## config.mk

```make
export PLATFORM = sky130hd
export DESIGN_NAME = vid_serializer
export DESIGN_NICKNAME = d
export VERILOG_FILES = /design/src/rtl/vser_pkg.sv /design/src/rtl/vser_hold.sv /design/src/rtl/vser_pos.sv /design/src/rtl/vser_pick.sv /design/src/rtl/vid_serializer.sv
export SDC_FILE = /design/constraint.sdc
export NUM_CORES = 1
export LEC_CHECK = 0
export CORE_MARGIN = 3
export CORE_UTILIZATION = 40
export CTS_CLUSTER_SIZE = 8
export DETAILED_ROUTE_END_ITERATION = 12
export HOLD_SLACK_MARGIN = 0.03
export SYNTH_ARGS = -nofsm -noshare
export SYNTH_HDL_FRONTEND = slang
export SYNTH_SLANG_ARGS = --single-unit
```

## constraint.sdc

```tcl
create_clock -name clk -period 3.4 [get_ports clk]
set_clock_uncertainty 0.15 [all_clocks]
set_input_delay 0.34 -clock clk [delete_from_list [all_inputs] [get_ports clk]]
set_output_delay 0.34 -clock clk [all_outputs]
set_load 0.005 [all_outputs]
```

## src/rtl/vser_pkg.sv

```systemverilog
package vser_pkg;
   // Lane position of a sub-word given the read order.
   function automatic int unsigned lane_of(input int unsigned pos,
                                           input int unsigned lanes,
                                           input bit little);
      return little ? pos : (lanes - 1 - pos);
   endfunction

   // Bit position inside a pixel given the shift direction.
   function automatic int unsigned bit_of(input int unsigned j,
                                          input int unsigned pix_w,
                                          input bit msb_first);
      return msb_first ? (pix_w - 1 - j) : j;
   endfunction
endpackage

```

## src/rtl/vser_hold.sv

```systemverilog
module vser_hold #(
   parameter int WORD_W = 32
) (
   input  logic              clk,
   input  logic              rst_n,
   input  logic              word_valid,
   input  logic [WORD_W-1:0] word_data,
   input  logic              consume_last,
   output logic              word_pop,
   output logic              hold_vld,
   output logic [WORD_W-1:0] hold_word
);
   logic              run_q;
   logic              vld_q;
   logic [WORD_W-1:0] word_q;

   // pop while empty (prefetch) or together with the final read of a word
   assign word_pop  = run_q & word_valid & (~vld_q | consume_last);
   assign hold_vld  = vld_q;
   assign hold_word = word_q;

   always_ff @(posedge clk or negedge rst_n) begin
      if (!rst_n) begin
         run_q  <= 1'b0;
         vld_q  <= 1'b0;
         word_q <= '0;
      end else begin
         run_q <= 1'b1;
         if (word_pop) begin
            vld_q  <= 1'b1;
            word_q <= word_data;
         end else if (consume_last) begin
            vld_q  <= 1'b0;
         end
      end
   end

   // a pop is only taken from an offered word
   a_r9_pop_needs_valid: assert property (@(posedge clk) disable iff (!rst_n)
      word_pop |-> word_valid);

   // a word finished without a replacement leaves the holder empty
   a_r10_drain_empties: assert property (@(posedge clk) disable iff (!rst_n)
      (consume_last && !word_valid) |=> !hold_vld);
endmodule

```

## src/rtl/vser_pos.sv

```systemverilog
module vser_pos #(
   parameter  int WORD_W    = 32,
   parameter  int PIX_W     = 8,
   localparam int LANES     = WORD_W / PIX_W,
   localparam int IDX_W     = $clog2(WORD_W),
   localparam int PIX_IDX_W = $clog2(PIX_W)
) (
   input  logic                 clk,
   input  logic                 rst_n,
   input  logic                 bilevel,
   input  logic                 advance,
   input  logic                 m_advance,
   output logic [IDX_W-1:0]     idx,
   output logic [PIX_IDX_W-1:0] midx,
   output logic                 last
);
   logic [IDX_W-1:0]     idx_q;
   logic [PIX_IDX_W-1:0] midx_q;

   assign idx  = idx_q;
   assign midx = midx_q;
   assign last = bilevel ? (idx_q == IDX_W'(WORD_W - 1))
                         : (idx_q >= IDX_W'(LANES - 1));

   always_ff @(posedge clk or negedge rst_n) begin
      if (!rst_n) begin
         idx_q  <= '0;
         midx_q <= '0;
      end else begin
         if (advance)
            idx_q <= last ? '0 : idx_q + 1'b1;
         if (m_advance)
            midx_q <= midx_q + 1'b1;
      end
   end

   // the read position returns to zero when a word is finished
   a_r9_wrap_to_zero: assert property (@(posedge clk) disable iff (!rst_n)
      (advance && last) |=> (idx == '0));

   // a margin read leaves the buffer position untouched
   a_r8_margin_keeps_pos: assert property (@(posedge clk) disable iff (!rst_n)
      (m_advance && !advance) |=> $stable(idx));
endmodule

```

## src/rtl/vser_pick.sv

```systemverilog
module vser_pick #(
   parameter  int WORD_W    = 32,
   parameter  int PIX_W     = 8,
   parameter  bit SAT_EN    = 1'b1,
   localparam int LANES     = WORD_W / PIX_W,
   localparam int LANE_W    = $clog2(LANES),
   localparam int IDX_W     = $clog2(WORD_W),
   localparam int PIX_IDX_W = $clog2(PIX_W)
) (
   input  logic [WORD_W-1:0]    word,
   input  logic [IDX_W-1:0]     idx,
   input  logic [PIX_IDX_W-1:0] midx,
   input  logic                 bilevel,
   input  logic                 little,
   input  logic                 msb_first,
   input  logic                 saturate,
   input  logic                 margin_sel,
   input  logic [PIX_W-1:0]     margin,
   output logic [PIX_W-1:0]     pix,
   output logic                 sbit
);
   import vser_pkg::*;

   logic [PIX_W-1:0]     lane [LANES];
   logic [LANE_W-1:0]    pos;
   logic [LANE_W-1:0]    lane_no;
   logic [PIX_IDX_W-1:0] bpos;
   logic [PIX_W-1:0]     cur;
   logic                 buf_bit;
   logic                 mrg_bit;
   logic                 ser;
   logic [PIX_W-1:0]     bl_pix;

   for (genvar g = 0; g < LANES; g++) begin : g_lane
      assign lane[g] = word[g*PIX_W +: PIX_W];
   end

   always_comb begin
      pos     = bilevel ? idx[IDX_W-1:PIX_IDX_W] : idx[LANE_W-1:0];
      lane_no = LANE_W'(lane_of(32'(pos), LANES, little));
      bpos    = bilevel ? idx[PIX_IDX_W-1:0] : '0;
      cur     = lane[lane_no];
      buf_bit = cur[PIX_IDX_W'(bit_of(32'(bpos), PIX_W, msb_first))];
      mrg_bit = margin[PIX_IDX_W'(bit_of(32'(midx), PIX_W, msb_first))];
      ser     = margin_sel ? mrg_bit : buf_bit;
   end

   if (SAT_EN) begin : g_sat
      assign bl_pix = saturate ? {PIX_W{ser}} : margin;
   end else begin : g_nosat
      logic unused_sat;
      assign unused_sat = saturate;
      assign bl_pix     = margin;
   end

   assign pix  = bilevel ? bl_pix : (margin_sel ? margin : cur);
   assign sbit = bilevel & ser;
endmodule

```

## src/rtl/vid_serializer.sv

```systemverilog
module vid_serializer #(
   parameter  int WORD_W    = 32,
   parameter  int PIX_W     = 8,
   parameter  bit SAT_EN    = 1'b1,
   localparam int LANES     = WORD_W / PIX_W,
   localparam int IDX_W     = $clog2(WORD_W),
   localparam int PIX_IDX_W = $clog2(PIX_W)
) (
   input  logic              clk,
   input  logic              rst_n,
   input  logic              mode_bilevel,
   input  logic              order_little,
   input  logic              bit_msb_first,
   input  logic              sat_replicate,
   input  logic [PIX_W-1:0]  margin_color,
   input  logic              margin_sel,
   input  logic              word_valid,
   input  logic [WORD_W-1:0] word_data,
   output logic              word_pop,
   input  logic              strobe_n,
   input  logic              out_en_n,
   output logic [PIX_W-1:0]  pix_out,
   output logic              ser_out,
   output logic              line_valid
);
   if (WORD_W % PIX_W != 0) begin : g_chk_div
      $error("WORD_W must be a multiple of PIX_W");
   end
   if (LANES < 2) begin : g_chk_lanes
      $error("a word must hold at least two pixels");
   end
   if ((1 << PIX_IDX_W) != PIX_W || (1 << IDX_W) != WORD_W) begin : g_chk_pow2
      $error("WORD_W and PIX_W must be powers of two");
   end

   logic                 hold_vld;
   logic [WORD_W-1:0]    hold_word;
   logic [IDX_W-1:0]     idx;
   logic [PIX_IDX_W-1:0] midx;
   logic                 last;
   logic                 buf_rd;
   logic                 mrg_rd;
   logic                 consume_last;
   logic [PIX_W-1:0]     pix_d;
   logic                 sbit_d;
   logic [PIX_W-1:0]     pix_q;
   logic                 ser_q;
   logic                 lv_q;

   assign buf_rd       = ~strobe_n & ~margin_sel & hold_vld;
   assign mrg_rd       = ~strobe_n & margin_sel;
   assign consume_last = buf_rd & last;

   vser_hold #(.WORD_W(WORD_W)) i_hold (
      .clk          (clk),
      .rst_n        (rst_n),
      .word_valid   (word_valid),
      .word_data    (word_data),
      .consume_last (consume_last),
      .word_pop     (word_pop),
      .hold_vld     (hold_vld),
      .hold_word    (hold_word)
   );

   vser_pos #(.WORD_W(WORD_W), .PIX_W(PIX_W)) i_pos (
      .clk       (clk),
      .rst_n     (rst_n),
      .bilevel   (mode_bilevel),
      .advance   (buf_rd),
      .m_advance (mrg_rd & mode_bilevel),
      .idx       (idx),
      .midx      (midx),
      .last      (last)
   );

   vser_pick #(.WORD_W(WORD_W), .PIX_W(PIX_W), .SAT_EN(SAT_EN)) i_pick (
      .word       (hold_word),
      .idx        (idx),
      .midx       (midx),
      .bilevel    (mode_bilevel),
      .little     (order_little),
      .msb_first  (bit_msb_first),
      .saturate   (sat_replicate),
      .margin_sel (margin_sel),
      .margin     (margin_color),
      .pix        (pix_d),
      .sbit       (sbit_d)
   );

   always_ff @(posedge clk or negedge rst_n) begin
      if (!rst_n) begin
         pix_q <= '0;
         ser_q <= 1'b0;
         lv_q  <= 1'b0;
      end else begin
         lv_q <= buf_rd | mrg_rd;
         if ((buf_rd | mrg_rd) && !out_en_n) begin
            pix_q <= pix_d;
            ser_q <= sbit_d;
         end else begin
            pix_q <= '0;
            ser_q <= 1'b0;
         end
      end
   end

   assign pix_out    = pix_q;
   assign ser_out    = ser_q;
   assign line_valid = lv_q;

   // valid output only follows a sampled strobe
   a_r6_valid_needs_strobe: assert property (@(posedge clk) disable iff (!rst_n)
      line_valid |-> $past(!strobe_n));

   // the serial line stays low after a colour-mode cycle
   a_r4_serial_low_colour: assert property (@(posedge clk) disable iff (!rst_n)
      ser_out |-> $past(mode_bilevel));

   // a disabled output enable blanks both data outputs
   a_r7_oe_blanks: assert property (@(posedge clk) disable iff (!rst_n)
      $past(out_en_n) |-> (pix_out == '0 && !ser_out));

   // saturation copies the serial bit onto every byte line
   a_r5_sat_copies: assert property (@(posedge clk) disable iff (!rst_n)
      $past(mode_bilevel && sat_replicate) |-> (pix_out == {PIX_W{ser_out}}));

   // a buffer strobe with nothing held is reported as invalid
   a_r10_underflow_flag: assert property (@(posedge clk) disable iff (!rst_n)
      $past(!strobe_n && !margin_sel && !hold_vld) |-> !line_valid);
endmodule

```

Word-level counts from Yosys, hierarchy flattened --
Index checks and enable logic that the tools add are counted.
Word-level totals: register bits after elaboration 52, input port bits 50, output and inout bits 11, logic and storage cells 57
Operators by class: add/subtract/negate cells 5, $lt $le $gt $ge 4, eq/ne operators 1, muxes and demuxes 22, bitwise gates (word level) 14, reductions and logical operators 3
Operator list (number):
- 8-bit two-way mux | 6
- 8-bit binary-select mux with 2-bit select | 1
- 3-bit two-way mux | 3
- 1-bit AND | 8
- 3-bit by 4-bit < comparator with 1-bit output (second input constant) | 2
- 1-bit two-way mux | 7
- 1-bit binary-select mux with 3-bit select | 2
- 3-bit subtractor (first input constant) | 2
- 5-bit by 1-bit adder with 5-bit output (second input constant) | 1
- 5-bit equality test (second input constant) | 1
- 5-bit by 2-bit >= comparator with 1-bit output (second input constant) | 1
- 5-bit two-way mux | 1
- 2-bit two-way mux | 2
- 3-bit by 1-bit adder with 3-bit output (second input constant) | 1
- 3-bit >= comparator (second input constant) | 1
- 1-bit NOT | 3
- 2-bit NOT with 3-bit output | 1
- 1-bit OR | 2
- 2-bit nonzero test | 1
- 2-bit subtractor (first input constant) | 1
- 1-bit logical AND | 1
- 1-bit logical NOT | 1

Logic depth before layout (Yosys ltp) --
depth in word-level cells 13, mapped depth 11

Cells and area by module --
From an unflattened synthesis, not the netlist that was laid out.
Unflattened totals: cell total of the unflattened synthesis 300, area, all modules 3270.6 um^2
By module, submodules not included:
- vser_hold | times used 1, cells an instance 75, area each 1281.2 um^2
- vser_pick | times used 1, cells an instance 163, area each 1127.3 um^2
- vid_serializer | times used 1, cells an instance 26, area each 454.2 um^2
- vser_pos | times used 1, cells an instance 36, area each 407.9 um^2

Worst setup path after synthesis --
OpenSTA, ideal clock, no wires.
path type input port to flip-flop, from input mode_bilevel, to register pix_q[2], in the netlist pix_out[2], library setup time 142 ps, arrival 2562 ps, required time 3108 ps, setup slack 545 ps, stages 8, buffers on the path 1, cells stage by stage buf_6 -> mux2_4 -> xnor2_2 -> mux4_2 -> and3_1 -> or4_4 -> o211ai_4 -> a221oi_1
Between the ends: longest elaborated chain between the ends 13, elaborated cells between the ends (all ways) 17
Ends and longest elaborated chain:
- start, declared | line vid_serializer.sv:11 | input logic mode_bilevel,
- 2-bit two-way mux | line vser_pick.sv:39 | pos = bilevel ? idx[IDX_W-1:PIX_IDX_W] : idx[LANE_W-1:0];
- 2-bit subtractor | line vser_pkg.sv:6 | return little ? pos : (lanes - 1 - pos);
- 2-bit two-way mux | line vser_pkg.sv:6
- 2-bit NOT with 3-bit output (not written as such) | line vser_pick.sv:42 | cur = lane[lane_no];
- 8-bit binary-select mux with 2-bit select | line vser_pick.sv:42
- 8-bit two-way mux (not written as such) (2 in series) | line vser_pick.sv:42
- 1-bit binary-select mux with 3-bit select | line vser_pick.sv:43 | buf_bit = cur[PIX_IDX_W'(bit_of(32'(bpos), PIX_W, msb_first))];
- 1-bit two-way mux (not written as such) | line vser_pick.sv:43
- 1-bit two-way mux | line vser_pick.sv:45 | ser = margin_sel ? mrg_bit : buf_bit;
- 8-bit two-way mux | line vser_pick.sv:49 | assign bl_pix = saturate ? {PIX_W{ser}} : margin;
- 8-bit two-way mux (*) | line vser_pick.sv:56 | assign pix = bilevel ? bl_pix : (margin_sel ? margin : cur);
- 8-bit two-way mux (*) | line vid_serializer.sv:97 | if ((buf_rd | mrg_rd) && !out_en_n) begin
- end signal, assigned | line vid_serializer.sv:98 | pix_q <= pix_d;
- end, declared | line vid_serializer.sv:46 | logic [PIX_W-1:0] pix_q;
Mark *: on every way between the ends. The rest lies on a longest branch, timed or not. The select of a mux whose other input is x is not followed. A chain may end at the register's enable or synchronous reset.

Worst setup path after layout --
from input mode_bilevel, to register pix_q[0], in the netlist pix_out[0]
Same word-level chain as after synthesis.

==> results.md <==
- Status: completed
- Worst Path Required: 3.41 ns
- Critical path launch point type: input port
- Detailed placement HPWL: 5.83 mm
- Clock transition at path regs: 0.11 ns
- Die H: 94.9 um
- Starting DRT DRC Count: 88
- Synthesized netlist cell count: approximately 320
- Mapped Nets: 371
- CP Data Arrival Time: 3.07 ns
- Min-delay worst type: reg -> reg
- H-tree depth: 2
- Total Die Area: ~9000 um^2
- Mapped cell area: 3160 um^2
- Initial antenna violation count: 0
- Fin Setup TNS: 0 ns
- Mean routed wirelength per cell: 15.3 um
- Critical path class: in -> reg
- Grt total ovfl: 0
- Final Hold Viols: 0
- IR drop worst, VDD: between 0.3 and 0.4 mV
- Antenna Nets Post-Route: 0
- Mapped Avg Cell Area: 9.95 um^2
- Port Buffers: 60
- Clock Path Buffers: 2
- Area after DPL: 3930 um^2
- Ys flop type: dfrtp_1
- RSZ-0062 raised after global routing: false
- Clk Latency, worst-skew pair: just over 0.3 ns
- Hold Slack: 0.376 ns
- PwrDens: 629 nW/um^2
- Detailed Route WL: between 7 and 8 mm
- First-pass GRT wire length: 12.4 mm
- Final min period: 3.06 ns
- Fraction of layout cells with a size suffix above 1: 20.3%
- CTS resizes: 0
- Num rows: 31
- Yosys warning count: 0
- Largest net degree at the start of global routing: 32
- CP max FO: 9
- Final worst path period share: 90.0%
- Setup crit end kind: register
- Layout area overhead: 27.5%
- Post-CTS Repair Setup Buffers: 0
- Fin area: between 4000 and 5000 um^2
- CTS Hold Buffers Added: 1
- Worst-Margin Slew: 0.832 ns
- Clock sink total: 52
- Clock root buffer: clkbuf_8
- Placeable Area: approximately 7400 um^2
- ANT cells: 0
- Leak: 0.00167 uW
- Vias: 2578
- #FFs+latches synth: 52
- Sequential area share after synthesis: 41.1%
- Gp weighted congestion: between 0.8 and 0.9
- Fin nets: 437
- Layout filler cell count: 705
- IO Count: 61
- CTS tree: done
- Slew headroom: 44.1%
- F_max: 327 MHz
- 1st-pass router iterations: 4
- Count of pins over their slew limit: 0
- GRT Util Overall: around 18%
- Max-cap check violation count: 0
- # setup viols final: 0
- Initial core utilization: between 40 and 50%
- Residual DRC: 0
- Die width: 94.9 um
- Number of synthesized flops with an enable pin: 0
- Netlist cell types: 49
- Vias in the first global route: approximately 2500
- Vias per cell: 5.33
- Asr flop ratio synth: 100%
- CTS buffer count: 5
==> stage by stage <==
step / util, % / setup WS (ns) / total power, uW / std cells
finish: 54.2 / 0.341 / 2540 / 484
global route: 54.2 / 0.164 / 2750 / 484
CTS: 54.2 / 0.345 / 2570 / 484
detailed placement: 52.8 / 0.0153 / 2190 / 475
global placement: 52.8 / 0.0705 / 2170 / 475
floorplan: - / 0.545 / 1810 / 318
==> worst max-delay path, cell delays in order <==
cell             delay (ns)
clkdlybuf4s50_1        0.50
buf_4                  0.17
mux2i_1                0.29
xnor2_1                0.30
nor3_1                 0.33
a311oi_1               0.08
or4_4                  0.60
o211ai_4               0.31
a22oi_1                0.16
==> worst paths after layout <==
check / endpoint / cells after the start / start / slack [ns]
max: pix_out[0]$_DFF_PN0_ / 9 / mode_bilevel / 0.34
min: i_hold.hold_word[13]$_DFFE_PN0P_ / 1 / i_hold.hold_word[13]$_DFFE_PN0P_ / 0.38
max reg2reg: pix_out[0]$_DFF_PN0_ / 7 / i_pos.idx[1]$_DFFE_PN0P_ / 0.48
min reg2reg: i_hold.hold_word[13]$_DFFE_PN0P_ / 1 / i_hold.hold_word[13]$_DFFE_PN0P_ / 0.38
max in group asynchronous: pix_out[0]$_DFF_PN0_ / 3 / rst_n / 1.91
min in group asynchronous: i_hold.run_q$_DFF_PN0_ / 2 / rst_n / 0.43
==> cell families (layout without fill, tap and decap cells) <==
family	Yosys count	after routing	share of synthesized area, %
other	1	1	0.119
DFF	52	52	41.1
xor gates and xnor gates	7	7	2.18
AOI/OAI and AO/OA	62	62	12.7
and+or+nand+nor	111	111	17.6
buffers and inverters	25	92	3.44
muxes	57	57	21.7
adders and majority gates	3	3	1.19
==> sequential cells by signal (all words and copies together) (netlist names) <==
name	cells
i_hold.hold_word	32
pix_out	8
i_pos.idx	5
i_pos.midx	3
i_hold.hold_vld	1
i_hold.run_q	1
line_valid	1
ser_out	1
==> routing by layer <==
| metal | share of wire (%) | global-route usage, % | routed length [um] |
|---|---|---|---|
| met2 | 45 | 26.7 | 3360 |
| met3 | 5.0 | 4.06 | 369 |
| met4 | 1.6 | 6.13 | 117 |
| met1 | 48 | 25.4 | 3560 |
| met5 | 0 | 0 | 0 |
==> cell type report <==
cell class                 count  area (um^2)  area share [%]
clock buffer                   5         68.8            1.71
clock inverter                 3         25.0           0.620
inverter                       5         18.8           0.465
multi-input combinational    241         1760            43.5
sequential                    52         1300            32.3
tap                           99          124            3.07
timing repair buffer          79          741            18.4
==> layout by cell type (no fill, tap or decap), types with 2 or more instances in the layout <==
cell type,count
nor3_1,9
nand2b_1,12
ha_1,3
buf_4,18
nand3_1,11
and2_1,2
o21ai_0,23
o2bb2ai_1,2
inv_1,5
a22oi_1,3
nor2_1,12
o31ai_1,2
a21boi_0,2
and3_1,3
xnor2_1,5
mux2i_1,12
o22ai_1,4
a221oi_1,4
nor3b_1,2
nand3b_1,2
nand2_1,44
dfrtp_1,52
clkdlybuf4s50_1,59
mux2_2,39
a21oi_1,13
mux4_2,5
inv_6,2
nor2b_1,3
clkbuf_8,5
and3b_1,3
==> Yosys cell counts, types with 2 or more instances <==
| cell type | count | area (um^2) |
|---|---|---|
| o22ai_1 | 4 | 25.0 |
| clkbuf_1 | 13 | 48.8 |
| o21ai_0 | 23 | 115 |
| and3_1 | 3 | 18.8 |
| and2_1 | 2 | 12.5 |
| nor3b_1 | 2 | 15.0 |
| nand2b_1 | 12 | 75.1 |
| nand3_1 | 11 | 55.1 |
| a21boi_0 | 2 | 15.0 |
| mux4_2 | 5 | 113 |
| nand3b_1 | 2 | 15.0 |
| nand2_1 | 44 | 165 |
| nor3_1 | 9 | 45.0 |
| o31ai_1 | 2 | 15.0 |
| inv_1 | 5 | 18.8 |
| and3b_1 | 3 | 26.3 |
| nor2_1 | 12 | 45.0 |
| mux2i_1 | 12 | 120 |
| nor2b_1 | 4 | 25.0 |
| mux2_2 | 39 | 439 |
| buf_2 | 6 | 30.0 |
| o2bb2ai_1 | 2 | 17.5 |
| xnor2_1 | 5 | 43.8 |
| a221oi_1 | 4 | 35.0 |
| a22oi_1 | 3 | 22.5 |
| dfrtp_1 | 52 | 1300 |
| a21oi_1 | 13 | 65.1 |
| ha_1 | 3 | 37.5 |
==> where the power goes <==
part / leakage [uW] / switching (uW) / internal (uW)
sequential: 0.000636 / 213 / 864
clock: 0.0000452 / 218 / 150
combinational: 0.000990 / 480 / 612
total: 0.00167 / 912 / 1630
Power figures use the tool's default switching activity.
